$ cat src/rtl/lane_access_pkg.sv
package lane_access_pkg;

  localparam int BYTE_W = 8;
  localparam int WORD_W = 16;
  localparam int LANES  = WORD_W / BYTE_W;

  // How the write data is placed onto the two bank buses
  typedef enum logic [1:0] {
    WD_STRAIGHT  = 2'd0,
    WD_REPLICATE = 2'd1,
    WD_SWAP      = 2'd2
  } wrSteer_e;

  // How the returned bank bytes are assembled into the result
  typedef enum logic [1:0] {
    RD_WORD      = 2'd0,
    RD_WORD_SWAP = 2'd1,
    RD_BYTE_LO   = 2'd2,
    RD_BYTE_HI   = 2'd3
  } rdSteer_e;

  // Strobes from control to datapath in the request cycle
  typedef struct packed {
    logic     loEn;
    logic     hiEn;
    logic     loWe;
    logic     hiWe;
    logic     bumpLo;
    wrSteer_e wrSteer;
  } laneCmd_t;

  // Context kept for the return cycle
  typedef struct packed {
    rdSteer_e steer;
    logic     sext;
  } rdCtx_t;

endpackage

$ cat src/rtl/lane_access_ctrl.sv
module lane_access_ctrl
  import lane_access_pkg::*;
(
  input  logic     clk,
  input  logic     rstN,
  input  logic     reqValid,
  input  logic     reqWrite,
  input  logic     reqWord,
  input  logic     reqSigned,
  input  logic     addrLsb,
  output laneCmd_t cmd,
  output rdCtx_t   rdCtx,
  output logic     done
);

  logic     hiLaneN;
  logic     unaligned;
  logic     laneLo;
  logic     laneHi;
  rdSteer_e nextSteer;
  wrSteer_e nextWr;

  // Active-low upper-lane enable, as the datapath would present it
  assign hiLaneN   = ~(reqWord | addrLsb);
  assign unaligned = reqWord & addrLsb;

  always_comb begin
    laneLo    = 1'b0;
    laneHi    = 1'b0;
    nextSteer = RD_WORD;
    nextWr    = WD_STRAIGHT;
    if (unaligned) begin
      laneLo    = 1'b1;
      laneHi    = 1'b1;
      nextSteer = RD_WORD_SWAP;
      nextWr    = WD_SWAP;
    end else begin
      unique case ({hiLaneN, addrLsb})
        2'b00: begin
          laneLo    = 1'b1;
          laneHi    = 1'b1;
          nextSteer = RD_WORD;
          nextWr    = WD_STRAIGHT;
        end
        2'b01: begin
          laneHi    = 1'b1;
          nextSteer = RD_BYTE_HI;
          nextWr    = WD_REPLICATE;
        end
        2'b10: begin
          laneLo    = 1'b1;
          nextSteer = RD_BYTE_LO;
          nextWr    = WD_REPLICATE;
        end
        default: begin
          // no lane selected: nothing enabled
          laneLo = 1'b0;
          laneHi = 1'b0;
        end
      endcase
    end
  end

  always_comb begin
    cmd.loEn    = reqValid & laneLo;
    cmd.hiEn    = reqValid & laneHi;
    cmd.loWe    = reqValid & laneLo & reqWrite;
    cmd.hiWe    = reqValid & laneHi & reqWrite;
    cmd.bumpLo  = unaligned;
    cmd.wrSteer = nextWr;
  end

  always_ff @(posedge clk) begin
    if (!rstN) begin
      done        <= 1'b0;
      rdCtx.steer <= RD_WORD;
      rdCtx.sext  <= 1'b0;
    end else begin
      done <= reqValid;
      if (reqValid) begin
        rdCtx.steer <= nextSteer;
        rdCtx.sext  <= reqSigned & ~reqWord;
      end
    end
  end

endmodule

$ cat src/rtl/lane_access_dp.sv
module lane_access_dp
  import lane_access_pkg::*;
#(
  parameter int ROW_W = 9
) (
  input  logic [ROW_W-1:0]  reqRow,
  input  laneCmd_t          cmd,
  input  logic [WORD_W-1:0] reqWdata,
  input  rdCtx_t            rdCtx,
  input  logic [BYTE_W-1:0] loRdata,
  input  logic [BYTE_W-1:0] hiRdata,
  output logic [ROW_W-1:0]  loRowAddr,
  output logic [ROW_W-1:0]  hiRowAddr,
  output logic [BYTE_W-1:0] loWdata,
  output logic [BYTE_W-1:0] hiWdata,
  output logic [WORD_W-1:0] rdData
);

  logic [BYTE_W-1:0] laneWr [LANES];

  // Row addresses: low bank moves to the next row for odd-address words
  assign hiRowAddr = reqRow;
  assign loRowAddr = reqRow + {{(ROW_W-1){1'b0}}, cmd.bumpLo};

  // Per-lane write-data selection
  for (genvar g = 0; g < LANES; g++) begin : gLane
    always_comb begin
      unique case (cmd.wrSteer)
        WD_REPLICATE: laneWr[g] = reqWdata[BYTE_W-1:0];
        WD_SWAP:      laneWr[g] = reqWdata[(LANES-1-g)*BYTE_W +: BYTE_W];
        default:      laneWr[g] = reqWdata[g*BYTE_W +: BYTE_W];
      endcase
    end
  end

  assign loWdata = laneWr[0];
  assign hiWdata = laneWr[1];

  function automatic logic [WORD_W-1:0] extendByte(input logic [BYTE_W-1:0] b,
                                                   input logic sx);
    return {{(WORD_W-BYTE_W){sx & b[BYTE_W-1]}}, b};
  endfunction

  // Return-cycle read steering
  always_comb begin
    unique case (rdCtx.steer)
      RD_WORD_SWAP: rdData = {loRdata, hiRdata};
      RD_BYTE_LO:   rdData = extendByte(loRdata, rdCtx.sext);
      RD_BYTE_HI:   rdData = extendByte(hiRdata, rdCtx.sext);
      default:      rdData = {hiRdata, loRdata};
    endcase
  end

endmodule

$ cat src/rtl/lane_access_unit.sv
module lane_access_unit
  import lane_access_pkg::*;
#(
  parameter int ADDR_W = 10,
  localparam int ROW_W = ADDR_W - 1
) (
  input  logic              clk,
  input  logic              rstN,
  input  logic              reqValid,
  input  logic              reqWrite,
  input  logic              reqWord,
  input  logic              reqSigned,
  input  logic [ADDR_W-1:0] reqAddr,
  input  logic [15:0]       reqWdata,
  output logic [ROW_W-1:0]  loRowAddr,
  output logic              loEn,
  output logic              loWe,
  output logic [7:0]        loWdata,
  input  logic [7:0]        loRdata,
  output logic [ROW_W-1:0]  hiRowAddr,
  output logic              hiEn,
  output logic              hiWe,
  output logic [7:0]        hiWdata,
  input  logic [7:0]        hiRdata,
  output logic [15:0]       rdData,
  output logic              done
);

  laneCmd_t cmd;
  rdCtx_t   rdCtx;

  lane_access_ctrl u_ctrl (
    .clk       (clk),
    .rstN      (rstN),
    .reqValid  (reqValid),
    .reqWrite  (reqWrite),
    .reqWord   (reqWord),
    .reqSigned (reqSigned),
    .addrLsb   (reqAddr[0]),
    .cmd       (cmd),
    .rdCtx     (rdCtx),
    .done      (done)
  );

  lane_access_dp #(.ROW_W(ROW_W)) u_dp (
    .reqRow    (reqAddr[ADDR_W-1:1]),
    .cmd       (cmd),
    .reqWdata  (reqWdata),
    .rdCtx     (rdCtx),
    .loRdata   (loRdata),
    .hiRdata   (hiRdata),
    .loRowAddr (loRowAddr),
    .hiRowAddr (hiRowAddr),
    .loWdata   (loWdata),
    .hiWdata   (hiWdata),
    .rdData    (rdData)
  );

  assign loEn = cmd.loEn;
  assign hiEn = cmd.hiEn;
  assign loWe = cmd.loWe;
  assign hiWe = cmd.hiWe;

endmodule

$ cat config.mk
export PLATFORM = sky130hd
export DESIGN_NAME = lane_access_unit
export DESIGN_NICKNAME = d
export VERILOG_FILES = /design/src/rtl/lane_access_pkg.sv /design/src/rtl/lane_access_ctrl.sv /design/src/rtl/lane_access_dp.sv /design/src/rtl/lane_access_unit.sv
export SDC_FILE = /design/constraint.sdc
export NUM_CORES = 1
export LEC_CHECK = 0
export BUFFER_PORTS_ARGS = -buffer_cell sky130_fd_sc_hd__buf_4
export CAP_MARGIN = 20
export CORE_MARGIN = 3
export CORE_UTILIZATION = 33
export CTS_CLUSTER_DIAMETER = 100
export CTS_CLUSTER_SIZE = 8
export DETAILED_ROUTE_END_ITERATION = 6
export GPL_TIMING_DRIVEN = 0
export PLACE_DENSITY = 0.81
export RECOVER_POWER = 25
export SLEW_MARGIN = 20
export SYNTH_ARGS = -nofsm -noshare
export SYNTH_HDL_FRONTEND = slang
export SYNTH_SLANG_ARGS = --single-unit
$ cat constraint.sdc
create_clock -name clk -period 1.25 [get_ports clk]
set_input_delay 0.0625 -clock clk [delete_from_list [all_inputs] [get_ports clk]]
set_output_delay 0.0625 -clock clk [all_outputs]
set_load 0.1 [all_outputs]
==> results.ini, run 1 <==
[run_status]
run_status = stopped before the end
failing_step = 5_1_grt
tool.error = [ERROR DPL-0033] detailed placement checks failed during check placement.

[floorplan]
dieHeight_um = 56.7
io-pin-count = 103
initial_core_util = 0.366
floorplan.die.width_um = 56.7
fp-row-count = 17

[placement]
pre_cts_slack_ns = -0.260
hpwl_um = 3170
io_buffers = 101
post-place-cells = 229
gp_congestion = 0.766

[yosys]
syn_nets = 149
syn_inst = 100
ys_types = 29
synth_top_area_cell = mux2_2
yosysWarningCount = 0
post_synth.cell_area_avg_um2 = 8.48
synth-seq-cells = 4
synth_top_area_frac = 0.319
ys_seq_area_frac = 0.0944
synth.area.top_cells = mux2_2 (32%), dfxtp_1 (9.4%), buf_4 (8.0%), o22a_1 (7.2%), nor2b_1 (6.6%)
netlist_area_um2 = 848

[clock_tree]
numCtsBuffers = 3
ctsRootBufferMaster = clkbuf_4
cts_sinks = 4
clockBufferDepth = 2
htreeDepth = 1

[global_route]
grt_max_degree = 11
antenna_found_initial = 0

[timing]
worst-ep-kind = primary output
worst_endpoint = rdData[12]

## synthesized netlist by cell type (all sizes together)
| cell | instances |
|---|---|
| a21boi | 3 |
| a311oi | 1 |
| a31oi | 1 |
| and2 | 3 |
| and3 | 1 |
| buf | 10 |
| clkbuf | 3 |
| dfxtp | 4 |
| ha | 1 |
| inv | 2 |
| mux2 | 24 |
| mux2i | 2 |
| nand2 | 4 |
| nand2b | 2 |
| nand3 | 6 |
| nand4 | 1 |
| nor2 | 3 |
| nor2b | 9 |
| nor3 | 2 |
| o211a | 1 |
| o21a | 1 |
| o22a | 7 |
| or2 | 1 |
| xnor2 | 3 |
| xor2 | 5 |
## kinds of logic after synthesis
| group | count (synthesis) | synth area share |
|---|---|---|
| AOI/OAI and AO/OA | 14 | 0.137 |
| xor gates and xnor gates | 8 | 0.0826 |
| adders and majority gates | 1 | 0.0147 |
| buffers and inverters | 15 | 0.108 |
| DFF | 4 | 0.0944 |
| muxes | 26 | 0.342 |
| and+or+nand+nor | 32 | 0.221 |
## through the flow
stage	utilization	cell area [µm²]
after floorplan	-	1160
after global placement	0.844	1960
after detailed placement	0.844	1960
after CTS	0.954	2210
## repair_timing
| action | in CTS |
|---|---|
| resized for setup | 51 |
| setup endpoints to repair | 21 |
| pin swaps | 6 |
| hold buffers | 0 |
| setup buffers | 3 |
==> run 2: changes to the inputs <==
CORE_AREA = 3 3 64 66   (was not set)
CORE_MARGIN = not set   (was 3)
CORE_UTILIZATION = not set   (was 33)
CTS_CLUSTER_DIAMETER = not set   (was 100)
CTS_CLUSTER_SIZE = not set   (was 8)
DIE_AREA = 0 0 67 69   (was not set)
PLACE_DENSITY = not set   (was 0.81)
PLACE_DENSITY_LB_ADDON = 0.15   (was not set)
==> results.ini, run 2 <==
[yosys]
async_reset_ff_frac = 0  ; unchanged
ys_seq_area_frac = 0.0944  ; unchanged
ys_top_cells_by_count = mux2_2 (24), buf_4 (9), nor2b_1 (9), o22a_1 (7)
synth-seq-cells = 4  ; unchanged
post_synth.cell_area_avg_um2 = 8.48  ; unchanged
syn_inst = 100  ; unchanged
netlist_area_um2 = 848  ; unchanged
ys_types = 29  ; unchanged
syn_nets = 149  ; unchanged
synth_edf_count = 0  ; unchanged
synth.most_common_cell = mux2_2
synth_top_area_cell = mux2_2
synth_top_area_frac = 0.319  ; unchanged
yosysWarningCount = 0  ; unchanged
synth.area.top_cells = mux2_2 (32%), dfxtp_1 (9.4%), buf_4 (8.0%), o22a_1 (7.2%), nor2b_1 (6.6%)
ys.flop_type = dfxtp_1

[clock_tree]
numCtsBuffers = 3  ; unchanged
cts.clk_slew.worst_paths_ns = 0.03
clockBufferDepth = 2  ; unchanged
cts_sinks = 4  ; unchanged
clock_latency_ns = 0.21
htreeDepth = 1  ; unchanged
ctsRootBufferMaster = clkbuf_8
tritoncts = done

[timing]
fin_crit_sh = 1.17
rsz0062_at_grt = yes
fin_crit_ns = 1.46
final.setup.worst_slack_ns = -0.214
hold_ws_ns = 0.0820
setup_viol = 16
skew_ns = 0
drv_slew = 0
max_freq_ghz = 0.683
finalHoldViolCount = 0
relSlewSlack = 0.636
tightest_slew_ns = 0.549

[floorplan]
dieHeight_um = 69  ; +22%
core_um2 = 3630
floorplan.die.width_um = 67  ; +18%
io-pin-count = 103  ; unchanged
initial_core_util = 0.233  ; -0.132
dieArea_um2 = 4620
fp-row-count = 22  ; +5

[power]
powerDensity_nw_per_um2 = 996
fin_total_pwr_mw = 2.33
ir_drop_v = 0.000675
p_leak_nw = 1.05

[critical_path]
crit_end = rdData[13]
worstReg2RegEnd = u_ctrl.rdCtx[2]
crit_slowest_cell = or2_2
crit_arrival_ns = 1.40
crit_required_ns = 1.19
rr_worst_depth = 3
crit_start = u_ctrl.rdCtx[1]
max_stage_delay_ns = 0.38
r2r-start = u_ctrl.rdCtx[2]
endpoint_kind = output port
path_max_fanout = 7
rrSetupSlack_ns = 0.31
path_cells = or2_2 > o22a_2 > buf_12
critical_path_class = flip-flop to output port
worst_setup_path_start_kind = flip-flop

[global_route]
grt_max_degree = 11
grt_usage = 0.142
grt_pass1_vias = 1204
grt_pass1_wl_um = 5380
overflow = 0
antenna_found_initial = 0

[layout]
seq_area_um2 = 91.3
final_core_util = 0.645
postLayoutCellArea_um2 = 2340
drive_above_1_share = 0.886
top_register = u_ctrl.rdCtx
largestRegisters = u_ctrl.rdCtx x3, u_ctrl.done x1
final_common_cell = buf_4
largest_reg_flops = 3
nNetsFinal = 261
num_antenna_cells = 0
multi_input_area_um2 = 1020
area_growth_syn_to_layout_pct = 176
layout_common_cells = buf_4 (78), mux2_2 (23), buf_6 (19)
fillers = 293

[detailed_routing]
drtPass1Iterations = 4
drt-total-wl_um = 3490
num_vias = 1197
viasPerCell = 4.64
wire_per_inst_um = 13.5
postRouteAntennaNets = 0
drc_errors = 0
drt_iter0_drc = 22

[placement]
io_buffers = 101  ; unchanged
place_area_um2 = 1980  ; +1.3%
gp_congestion = 0.719  ; -6.1%
hpwl_um = 2780  ; -12%

[job]
maxCapViolCount = 0

[run_status]
violations = negative setup slack
run_status = complete, but fails checks

[hold_path]
hold_path_class = primary input to flip-flop

==> run 2: cell counts after synthesis <==
No cell type changed its count.
==> run 2: power by group <==
part | total [mW] | internal (mW) | switching (mW)
registers | 0.145 | 0.134 | 0.0114
clock network | 0.266 | 0.205 | 0.0608
logic | 1.92 | 0.615 | 1.31
==> run 2: worst max-delay path, delay by kind of cell (launching register included) <==
family          cells  cell delay (ns)
buf+inv             1             0.17
flops               1             0.36
simple gates        1             0.38
compound gates      1             0.27
==> run 2: worst min path at each step <==
stage	from	to	slack (ns)	cells past startpoint
detailed placement	rstN	u_ctrl.done	0.30	2
CTS	rstN	u_ctrl.done	0.08	2
global route	rstN	u_ctrl.done	0.09	2
floorplan	rstN	u_ctrl.done	0.19	1
finish	rstN	u_ctrl.done	0.08	2
global placement	rstN	u_ctrl.rdCtx[1]	0.30	2
==> run 2: final cells by class <==
type	count	area share
Multi-Input combinational cell	81	0.434
Timing Repair Buffer	108	0.431
Buffer	12	0.0497
Sequential cell	4	0.0390
Tap cell	48	0.0256
Clock buffer	3	0.0176
Inverter	2	0.00320
==> run 2: logic make-up (layout without fill, tap and decap cells) <==
| family | after synthesis | count (layout) | synth area share |
|---|---|---|---|
| adder cells (fa/ha/maj) | 1 | 1 | 0.0147 |
| AO/OA/AOI/OAI | 14 | 14 | 0.137 |
| AND/OR/NAND/NOR | 32 | 32 | 0.221 |
| multiplexers | 26 | 26 | 0.342 |
| XOR/XNOR | 8 | 8 | 0.0826 |
| buffers and inverters | 15 | 125 | 0.108 |
| flip-flops | 4 | 4 | 0.0944 |
==> run 2: per-layer routing <==
layer,track usage,share of wire
met3,0.0326,0.13
met1,0.167,0.37
met2,0.250,0.50
met5,0,0
met4,0.0405,0.0034
==> run 2: repair_timing <==
item | CTS | global route
hold buffers | 0 | 0
endpoints found under the setup margin | 21 | 26
gates cloned | 1 | 0
hold endpoints to repair | 0 | 0
setup buffers | 2 | 4
pin swaps | 7 | 9
gates resized for setup | 52 | 17
==> run 2: metrics by stage <==
stage	setup TNS, ns	cells	setup slack [ns]
3_5_place_dp	-1.99	249	-0.210
2_1_floorplan	-0.998	100	-0.362
5_1_grt	-2.82	258	-0.261
3_3_place_gp	-1.69	249	-0.182
6_report	-2.20	258	-0.214
4_1_cts	-2.61	254	-0.233
Note: power is estimated with default switching activity, not from simulation.
